$ cat config.mk
export PLATFORM = sky130hd
export DESIGN_NAME = pd_clk_sequencer
export DESIGN_NICKNAME = d
export VERILOG_FILES = /design/src/rtl/pdseq_pkg.sv /design/src/rtl/pdseq_sync.sv /design/src/rtl/pdseq_timer.sv /design/src/rtl/pdseq_fsm.sv /design/src/rtl/pd_clk_sequencer.sv
export SDC_FILE = /design/constraint.sdc
export NUM_CORES = 1
export LEC_CHECK = 0
export BUFFER_PORTS_ARGS = -buffer_cell sky130_fd_sc_hd__buf_4
export CAP_MARGIN = 20
export CORE_UTILIZATION = 40
export CTS_BUF_LIST = sky130_fd_sc_hd__clkbuf_8
export CTS_CLUSTER_SIZE = 14
export DETAILED_ROUTE_END_ITERATION = 8
export GPL_TIMING_DRIVEN = 0
export PLACE_DENSITY_LB_ADDON = 0.25
export REMOVE_ABC_BUFFERS = 1
export SYNTH_ARGS = -nofsm -noshare
export SYNTH_HDL_FRONTEND = slang
export SYNTH_SLANG_ARGS = --single-unit
export TNS_END_PERCENT = 50
$ cat constraint.sdc
create_clock -name clk_i -period 3.7 [get_ports clk_i]
set_clock_uncertainty 0.1 [all_clocks]
set_input_delay 0.37 -clock clk_i [delete_from_list [all_inputs] [get_ports clk_i]]
set_output_delay 0.37 -clock clk_i [all_outputs]
set_load 0.01 [all_outputs]
$ cat src/rtl/pdseq_pkg.sv
package pdseq_pkg;
  typedef enum logic [2:0] {
    ST_RUN,
    ST_STOPPING,
    ST_WAIT_REF_LOW,
    ST_OSC_OFF,
    ST_OSC_START,
    ST_WAIT_LOCK
  } seq_state_e;
endpackage

$ cat src/rtl/pdseq_sync.sv
module pdseq_sync #(
  parameter int unsigned W = 1,
  parameter logic [W-1:0] RST_VAL = '0
) (
  input  logic         clk_i,
  input  logic         rst_ni,
  input  logic [W-1:0] d_i,
  output logic [W-1:0] q_o
);
  logic [W-1:0] s1_q, s2_q;

  always_ff @(posedge clk_i or negedge rst_ni) begin
    if (!rst_ni) begin
      s1_q <= RST_VAL;
      s2_q <= RST_VAL;
    end else begin
      s1_q <= d_i;
      s2_q <= s1_q;
    end
  end

  assign q_o = s2_q;
endmodule

$ cat src/rtl/pdseq_timer.sv
module pdseq_timer #(
  parameter int unsigned LIMIT = 41522
) (
  input  logic clk_i,
  input  logic rst_ni,
  input  logic run_i,
  output logic expire_o
);
  localparam int unsigned CW = $clog2(LIMIT + 1);
  localparam logic [CW-1:0] LAST = CW'(LIMIT - 1);

  logic [CW-1:0] cnt_q;

  always_ff @(posedge clk_i or negedge rst_ni) begin
    if (!rst_ni)    cnt_q <= '0;
    else if (!run_i) cnt_q <= '0;
    else if (cnt_q != LAST) cnt_q <= cnt_q + 1'b1;
  end

  assign expire_o = run_i && (cnt_q == LAST);

  // count never passes the timeout
  a_r8_cnt_bound: assert property (@(posedge clk_i) disable iff (!rst_ni)
    cnt_q <= LAST);
endmodule

$ cat src/rtl/pdseq_fsm.sv
module pdseq_fsm
  import pdseq_pkg::*;
(
  input  logic clk_i,
  input  logic rst_ni,
  input  logic pd_n_i,
  input  logic cpu_fall_i,
  input  logic all_low_i,
  input  logic lock_i,
  input  logic expire_i,
  output logic stop_o,
  output logic vco_en_o,
  output logic xtal_en_o,
  output logic tmr_run_o
);
  seq_state_e state_q, state_d;

  always_comb begin
    state_d = state_q;
    unique case (state_q)
      ST_RUN:          if (!pd_n_i) state_d = ST_STOPPING;
      ST_STOPPING:     if (cpu_fall_i) state_d = ST_WAIT_REF_LOW;
      ST_WAIT_REF_LOW: if (all_low_i) state_d = ST_OSC_OFF;
      ST_OSC_OFF:      if (pd_n_i) state_d = ST_OSC_START;
      ST_OSC_START:    state_d = ST_WAIT_LOCK;
      ST_WAIT_LOCK: begin
        if (!pd_n_i)                state_d = ST_WAIT_REF_LOW;
        else if (lock_i || expire_i) state_d = ST_RUN;
      end
      default:         state_d = ST_WAIT_REF_LOW;
    endcase
  end

  always_ff @(posedge clk_i or negedge rst_ni) begin
    if (!rst_ni) state_q <= ST_RUN;
    else         state_q <= state_d;
  end

  assign stop_o    = !(state_q == ST_RUN || state_q == ST_STOPPING);
  assign xtal_en_o = (state_q != ST_OSC_OFF);
  assign vco_en_o  = !(state_q == ST_OSC_OFF || state_q == ST_OSC_START);
  assign tmr_run_o = (state_q == ST_WAIT_LOCK);

  // oscillators off only with groups parked
  a_r5_off_parked: assert property (@(posedge clk_i) disable iff (!rst_ni)
    !vco_en_o |-> stop_o);
  // vco comes up only after the crystal is running
  a_r6_xtal_first: assert property (@(posedge clk_i) disable iff (!rst_ni)
    $rose(vco_en_o) |-> $past(xtal_en_o) && xtal_en_o);
  // no release while a request is pending
  a_r9_no_release: assert property (@(posedge clk_i) disable iff (!rst_ni)
    $fell(stop_o) |-> $past(pd_n_i));
  // lock ends the restart on the next edge
  a_r7_lock_exit: assert property (@(posedge clk_i) disable iff (!rst_ni)
    (tmr_run_o && pd_n_i && lock_i) |=> !stop_o);
endmodule

$ cat src/rtl/pd_clk_sequencer.sv
module pd_clk_sequencer #(
  parameter int unsigned NUM_GRP  = 7,
  parameter int unsigned REF_KHZ  = 14318,
  parameter int unsigned LIMIT_US = 2900
) (
  input  logic               clk_i,
  input  logic               rst_ni,
  input  logic               pd_req_ni,
  input  logic               cpu_clk_i,
  input  logic [NUM_GRP-1:0] grp_clk_i,
  input  logic               lock_i,
  output logic [NUM_GRP-1:0] grp_stop_o,
  output logic               vco_en_o,
  output logic               xtal_en_o
);
  localparam int unsigned TMO_CYC = REF_KHZ * LIMIT_US / 1000;

  logic pd_n_s, cpu_s, cpu_prev_q, cpu_fall;
  logic [NUM_GRP-1:0] grp_s;
  logic all_low, stop, tmr_run, expire;

  pdseq_sync #(.W(1), .RST_VAL(1'b1)) u_pd_sync (
    .clk_i(clk_i), .rst_ni(rst_ni), .d_i(pd_req_ni), .q_o(pd_n_s));

  pdseq_sync #(.W(1), .RST_VAL(1'b0)) u_cpu_sync (
    .clk_i(clk_i), .rst_ni(rst_ni), .d_i(cpu_clk_i), .q_o(cpu_s));

  pdseq_sync #(.W(NUM_GRP), .RST_VAL('0)) u_grp_sync (
    .clk_i(clk_i), .rst_ni(rst_ni), .d_i(grp_clk_i), .q_o(grp_s));

  always_ff @(posedge clk_i or negedge rst_ni) begin
    if (!rst_ni) cpu_prev_q <= 1'b0;
    else         cpu_prev_q <= cpu_s;
  end

  assign cpu_fall = cpu_prev_q & ~cpu_s;
  assign all_low  = ~|grp_s;

  pdseq_timer #(.LIMIT(TMO_CYC)) u_timer (
    .clk_i(clk_i), .rst_ni(rst_ni), .run_i(tmr_run), .expire_o(expire));

  pdseq_fsm u_fsm (
    .clk_i(clk_i), .rst_ni(rst_ni), .pd_n_i(pd_n_s), .cpu_fall_i(cpu_fall),
    .all_low_i(all_low), .lock_i(lock_i), .expire_i(expire),
    .stop_o(stop), .vco_en_o(vco_en_o), .xtal_en_o(xtal_en_o),
    .tmr_run_o(tmr_run));

  for (genvar g = 0; g < NUM_GRP; g++) begin : g_stop
    assign grp_stop_o[g] = stop;
  end

  // groups park only on a synchronized cpu falling edge
  a_r3_stop_on_fall: assert property (@(posedge clk_i) disable iff (!rst_ni)
    $rose(grp_stop_o[0]) |-> $past(cpu_fall) || $past(tmr_run));
  // vco drops only once every group is seen low
  a_r4_off_after_low: assert property (@(posedge clk_i) disable iff (!rst_ni)
    $fell(vco_en_o) |-> $past(all_low));
endmodule

==> results of run 1 <==
synth_stat cells, types with 4 or more instances:
master | n | area [µm²]
a21oi_1 | 6 | 30.0
buf_4 | 7 | 52.6
dfrtp_1 | 36 | 901
inv_1 | 5 | 18.8
nand2_1 | 6 | 22.5
nand2b_1 | 5 | 31.3
nand3_1 | 8 | 40.0
nand4_1 | 6 | 37.5
nor2_1 | 13 | 48.8
nor4_1 | 4 | 25.0
o21ai_1 | 4 | 20.0
or3_1 | 4 | 25.0
xnor2_1 | 5 | 43.8
xor2_1 | 5 | 43.8
final timing paths:
kind / to / slack, ps / cells past startpoint
min in group asynchronous: cpu_prev_q / 480 / 2
worst max register to register: u_fsm.state_q[0] / 1680 / 4
worst min-delay path: u_cpu_sync.s1_q / 90 / 1
max in group asynchronous: u_pd_sync.s1_q / 2670 / 2
worst min register to register: u_grp_sync.q_o[0] / 250 / 0
worst max-delay path: u_fsm.state_q[0] / 1680 / 4
per-layer routing:
layer	vias to the layer above	GRT usage
met3	5	0.0590
met5	-	0
li1	519	-
met2	28	0.211
met4	0	0.0734
met1	519	0.197
cell families after synthesis:
| group | Yosys count |
|---|---|
| and+or+nand+nor | 58 |
| DFF | 38 |
| AOI/OAI and AO/OA | 17 |
| buffers and inverters | 16 |
| xor gates and xnor gates | 10 |
| adders and majority gates | 2 |
| muxes | 1 |
final cells by class:
class	instances	area, µm²	share of cell area
sequential	38	953	0.503
multi-input combinational	88	564	0.298
timing repair buffer	21	160	0.0845
clock buffer	5	68.8	0.0363
clock inverter	3	68.8	0.0363
tap	48	60.1	0.0317
inverter	5	18.8	0.00991
stage by stage:
step / std cells / cell area, µm² / worst slack [ps]
3_5_place_dp: 199 / 1750 / 1690
4_1_cts: 208 / 1890 / 1670
2_1_floorplan: 131 / 1540 / 1880
5_1_grt: 208 / 1890 / 1560
6_report: 208 / 1890 / 1680
3_3_place_gp: 199 / 1750 / 1720
sequential cells by signal, indices dropped and copies added, names as in the netlist:
register         flops
u_timer.cnt_q       16
u_grp_sync.q_o       7
u_grp_sync.s1_q      7
u_fsm.state_q        3
cpu_prev_q           1
u_cpu_sync.q_o       1
u_cpu_sync.s1_q      1
u_pd_sync.q_o        1
u_pd_sync.s1_q       1
critical path: cells and delay by family, from the launching register on:
family           cells  cell delay, ps
AO/OA/AOI/OAI        1             410
flip-flops           1             420
multiplexers         1             350
AND/OR/NAND/NOR      2             630
power breakdown:
| part | switching, µW | internal [µW] | total [µW] |
|---|---|---|---|
| clock network | 144 | 270 | 414 |
| registers | 25.2 | 443 | 468 |
| logic | 122 | 120 | 242 |
timing repair:
action,4_1_cts,5_1_grt
hold buffers,1,0
hold endpoints to repair,36,0
resized for setup,0,0
==> results.sh, run 1 <==
export IMPL_status="finished clean"
export IMPL_die_height_um=65.5
export IMPL_startpoint_type="flip-flop"
export IMPL_cp_max_fo=18
export IMPL_nets=173
export IMPL_io_buffers=20
export IMPL_dp_hpwl_um=1840
export IMPL_route_met2_wl_um=1190
export IMPL_power_density_nw_per_um2=593
export IMPL_synth_area_um2=1610
export IMPL_cts_max_path_buffers=2
export IMPL_cap_violations=0
export IMPL_wl_met1_um=1280
export IMPL_final_cell_mix="36 x dfrtp_1, 20 x buf_4, 13 x nor2_1"
export IMPL_clock_sinks=38
export IMPL_synth_edf_count=0
export IMPL_postCtsSetupBuffers=0
export IMPL_topRoutingLayerUsed="met4"
export IMPL_avgRoutedWirePerCell_um=12.8
export IMPL_numCtsBuffers=5
export IMPL_die_w_um=65.5
export IMPL_setup_viol=0
export IMPL_clock_latency_ps=290
export IMPL_vias=1071
export IMPL_drive_gt1_frac=0.213
export IMPL_track_usage=0.149
export IMPL_tns_ps=0
export IMPL_grt_max_degree=39
export IMPL_max_stage_delay_ps=460
export IMPL_finalCritPeriodShare=0.545
export IMPL_crit_chain="nand2b_1 -> or2_1 -> o311ai_2 -> mux2_1"
export IMPL_routed_wl_met3_um=149
export IMPL_fmaxAchievable_ghz=0.496
export IMPL_critPathLaunch="u_fsm.state_q[1]"
export IMPL_syn_avg_cell_area_um2=11.4
export IMPL_p_leak_uw=0.000784
export IMPL_grt_overflow=0
export IMPL_finalCoreUtilization=0.502
export IMPL_worst_slew_pin_slew_ps=650
export IMPL_antenna_found_initial=0
export IMPL_hold_ws_ps=86.6
export IMPL_synthSimpleGateAreaFrac=0.205
export IMPL_hold_violations=0
export IMPL_diodes=0
export IMPL_netlist_instances=142
export IMPL_async_flop_share=1.00
export IMPL_synth_top_family_by_area="simple AND/OR/NAND/NOR gates"
export IMPL_dr_first_iter_drc_count=61
export IMPL_drv_slew=0
export IMPL_num_io_pins=21
export IMPL_wirelength_um=2670
export IMPL_rr_startpoint="u_fsm.state_q[1]"
export IMPL_n_fill_cell=333
export IMPL_relSlewSlack=0.567
export IMPL_drc=0
export IMPL_layout_commonest_cell="dfrtp_1"
export IMPL_synth_compound_area_frac=0.0682
export IMPL_grt_pass1_vias=1005
export IMPL_ys_types=37
export IMPL_synth_seq_area_share=0.591
export IMPL_yosys_warnings=0
export IMPL_finalPower_uw=1120
export IMPL_hold_path_class="in2reg"
export IMPL_crit_type="reg2reg"
export IMPL_drt_vias_per_instance=5.15
export IMPL_rows=22
export IMPL_rsz0062_at_grt="no"
export IMPL_ys_ff_latch=38
export IMPL_cts_tree="done"
export IMPL_postRouteAntennaNets=0
export IMPL_die_area_um2=4290
export IMPL_worstSetupEndpointType="flip-flop"
export IMPL_gp_congestion=0.796
export IMPL_grt_pass1_wl_um=4660
export IMPL_htreeDepth=2
export IMPL_synth_xor_area_share=0.0543
export IMPL_worst_path_max_delay_cell="or2_1"
export IMPL_initial_core_util=0.428
export IMPL_clockRootBuffer="clkbuf_8"
export IMPL_vdd_drop_max_mv=0.320
export IMPL_critical_path_arrival_ps=2090
export IMPL_core_area_um2=3770
export IMPL_min_from="cpu_clk_i"
export IMPL_period_needed_ps=2020
export IMPL_critPathRequiredTime_ps=3770
export IMPL_clkTransAtPathRegs_ps=70
export IMPL_syn_to_final_growth_pct=17.4
export IMPL_synth_adder_area_share=0.0155
export IMPL_dr_pass1_iters=4
export IMPL_muxShareOfSynthArea=0.00698
export IMPL_synth_ff_type="dfrtp_1"
(Power assumes the default switching activity.)
==> run 2, diff against run 1 <==
- clock period: 3.7 -> 2.1 ns (I/O delays scaled with it)
==> results.sh, run 2 (same netlist as run 1, synthesis figures left out) <==
export IMPL_drv_slew=0
export IMPL_n_fill_cell=323
export IMPL_hold_path_class="in2reg"
export IMPL_critical_path_arrival_ps=2030
export IMPL_rr_endpoint="u_fsm.state_q[0]"
export IMPL_postRouteAntennaNets=0
export IMPL_critPathRequiredTime_ps=2170
export IMPL_finalPower_uw=1990
export IMPL_drt_vias_per_instance=5.05
export IMPL_multi_input_area_um2=564
export IMPL_final_cells=217
export IMPL_reg2reg_depth=4
export IMPL_grt_pass1_wl_um=4820
export IMPL_cap_violations=0
export IMPL_drive_gt1_frac=0.207
export IMPL_layout_commonest_cell="dfrtp_1"
export IMPL_rrSetupSlack_ps=140
export IMPL_rr_startpoint="u_fsm.state_q[1]"
export IMPL_grt_pass1_vias=1051
export IMPL_clock_latency_ps=290
export IMPL_dr_first_iter_drc_count=87
export IMPL_rsz0062_at_grt="no"
export IMPL_worst_slew_pin_slew_ps=469
export IMPL_grt_max_degree=39
export IMPL_hold_ws_ps=159
export IMPL_p_leak_uw=0.000822
export IMPL_min_from="lock_i"
export IMPL_vias=1096
export IMPL_worstSetupEndpointType="flip-flop"
export IMPL_startpoint_type="flip-flop"
export IMPL_rows=22
export IMPL_syn_to_final_growth_pct=22.9
export IMPL_cts_tree="done"
export IMPL_hold_violations=0
export IMPL_power_density_nw_per_um2=1000
export IMPL_nets=182
export IMPL_min_to="u_fsm.state_q[2]"
export IMPL_diodes=0
export IMPL_grt_overflow=0
export IMPL_initial_core_util=0.428
export IMPL_io_buffers=20
export IMPL_track_usage=0.154
export IMPL_grt_util_met1=0.199
export IMPL_use_met3=0.0590
export IMPL_finalCoreUtilization=0.526
export IMPL_cts_max_path_buffers=2
export IMPL_top_register="u_timer.cnt_q"
export IMPL_clock_sinks=38
export IMPL_worst_path_max_delay_cell="or2_2"
export IMPL_setup_viol=0
export IMPL_status="finished clean"
export IMPL_crit_type="reg2reg"
export IMPL_seq_area_um2=953
export IMPL_vdd_drop_max_mv=0.574
export IMPL_final_cell_mix="36 x dfrtp_1, 20 x buf_4, 13 x nor2_1"
export IMPL_critPathLaunch="u_fsm.state_q[1]"
export IMPL_core_area_um2=3770
export IMPL_die_area_um2=4290
export IMPL_relSlewSlack=0.687
export IMPL_tns_ps=0
export IMPL_largest_reg_flops=16
export IMPL_numCtsBuffers=5
export IMPL_fmaxAchievable_ghz=0.510
export IMPL_drc=0
export IMPL_avgRoutedWirePerCell_um=12.7
export IMPL_die_w_um=65.5
export IMPL_finalCritPeriodShare=0.933
export IMPL_wirelength_um=2770
export IMPL_dp_hpwl_um=1840
export IMPL_grt_most_used_layer="met2"
export IMPL_cp_max_fo=18
export IMPL_antenna_found_initial=0
export IMPL_max_stage_delay_ps=440
export IMPL_place_inst=199
export IMPL_die_height_um=65.5
export IMPL_clockRootBuffer="clkbuf_8"
export IMPL_crit_chain="nand2b_1 -> or2_2 -> o311ai_2 -> mux2_1"
export IMPL_htreeDepth=2
export IMPL_period_needed_ps=1960
export IMPL_dr_pass1_iters=4
export IMPL_gp_congestion=0.796
export IMPL_whs_path_depth=3
export IMPL_met2_usage=0.226
export IMPL_clkTransAtPathRegs_ps=70
export IMPL_num_io_pins=21
## run 2: layout make-up
| class | count | area share |
|---|---|---|
| Multi-Input combinational cell | 88 | 0.284 |
| Timing Repair Buffer | 30 | 0.126 |
| Sequential cell | 38 | 0.480 |
| Clock buffer | 5 | 0.0347 |
| Clock inverter | 3 | 0.0347 |
| Inverter | 5 | 0.00946 |
| Tap cell | 48 | 0.0303 |
## run 2: stage by stage
stage / setup WS, ps / cell area, µm²
after floorplan: 277 / 1540
after global placement: 115 / 1750
after detailed placement: 86.3 / 1750
after CTS: 67.7 / 1980
after global routing: 35.0 / 1980
final: 140 / 1980
## run 2: repair_timing
item                                    4_1_cts  5_1_grt
endpoints found under the hold margin        45        0
gates resized for setup                       0        1
endpoints found under the setup margin        0        1
hold buffers                                 10        0
setup buffers                                 0        0
## run 2: metal layers
metal | routed length, µm | vias up | share of wire
li1 | - | 536 | -
met1 | 1320 | 529 | 0.48
met2 | 1250 | 26 | 0.45
met3 | 140 | 5 | 0.051
met4 | 53 | 0 | 0.019
met5 | 0 | - | 0
## run 2: how the worst max path moves through the flow
stage | slack (ps) | cells after the start | end
floorplan | 280 | 4 | u_fsm.state_q[0]
global placement | 120 | 4 | u_fsm.state_q[0]
detailed placement | 90 | 4 | u_fsm.state_q[0]
CTS | 70 | 4 | u_fsm.state_q[0]
global route | 30 | 4 | u_fsm.state_q[0]
finish | 140 | 4 | u_fsm.state_q[0]
## run 2: worst max-delay path, delay by kind of cell (launching register included)
family / cells / cell delay, ps
flops: 1 / 410
compound gates: 1 / 370
mux: 1 / 350
simple gates: 2 / 610
## run 2: power by group
group / leakage [µW] / switching, µW / internal [µW]
combinational: 0.000274 / 218 / 223
sequential: 0.000479 / 44.2 / 781
clock: 0.0000683 / 253 / 476
total: 0.000822 / 515 / 1480
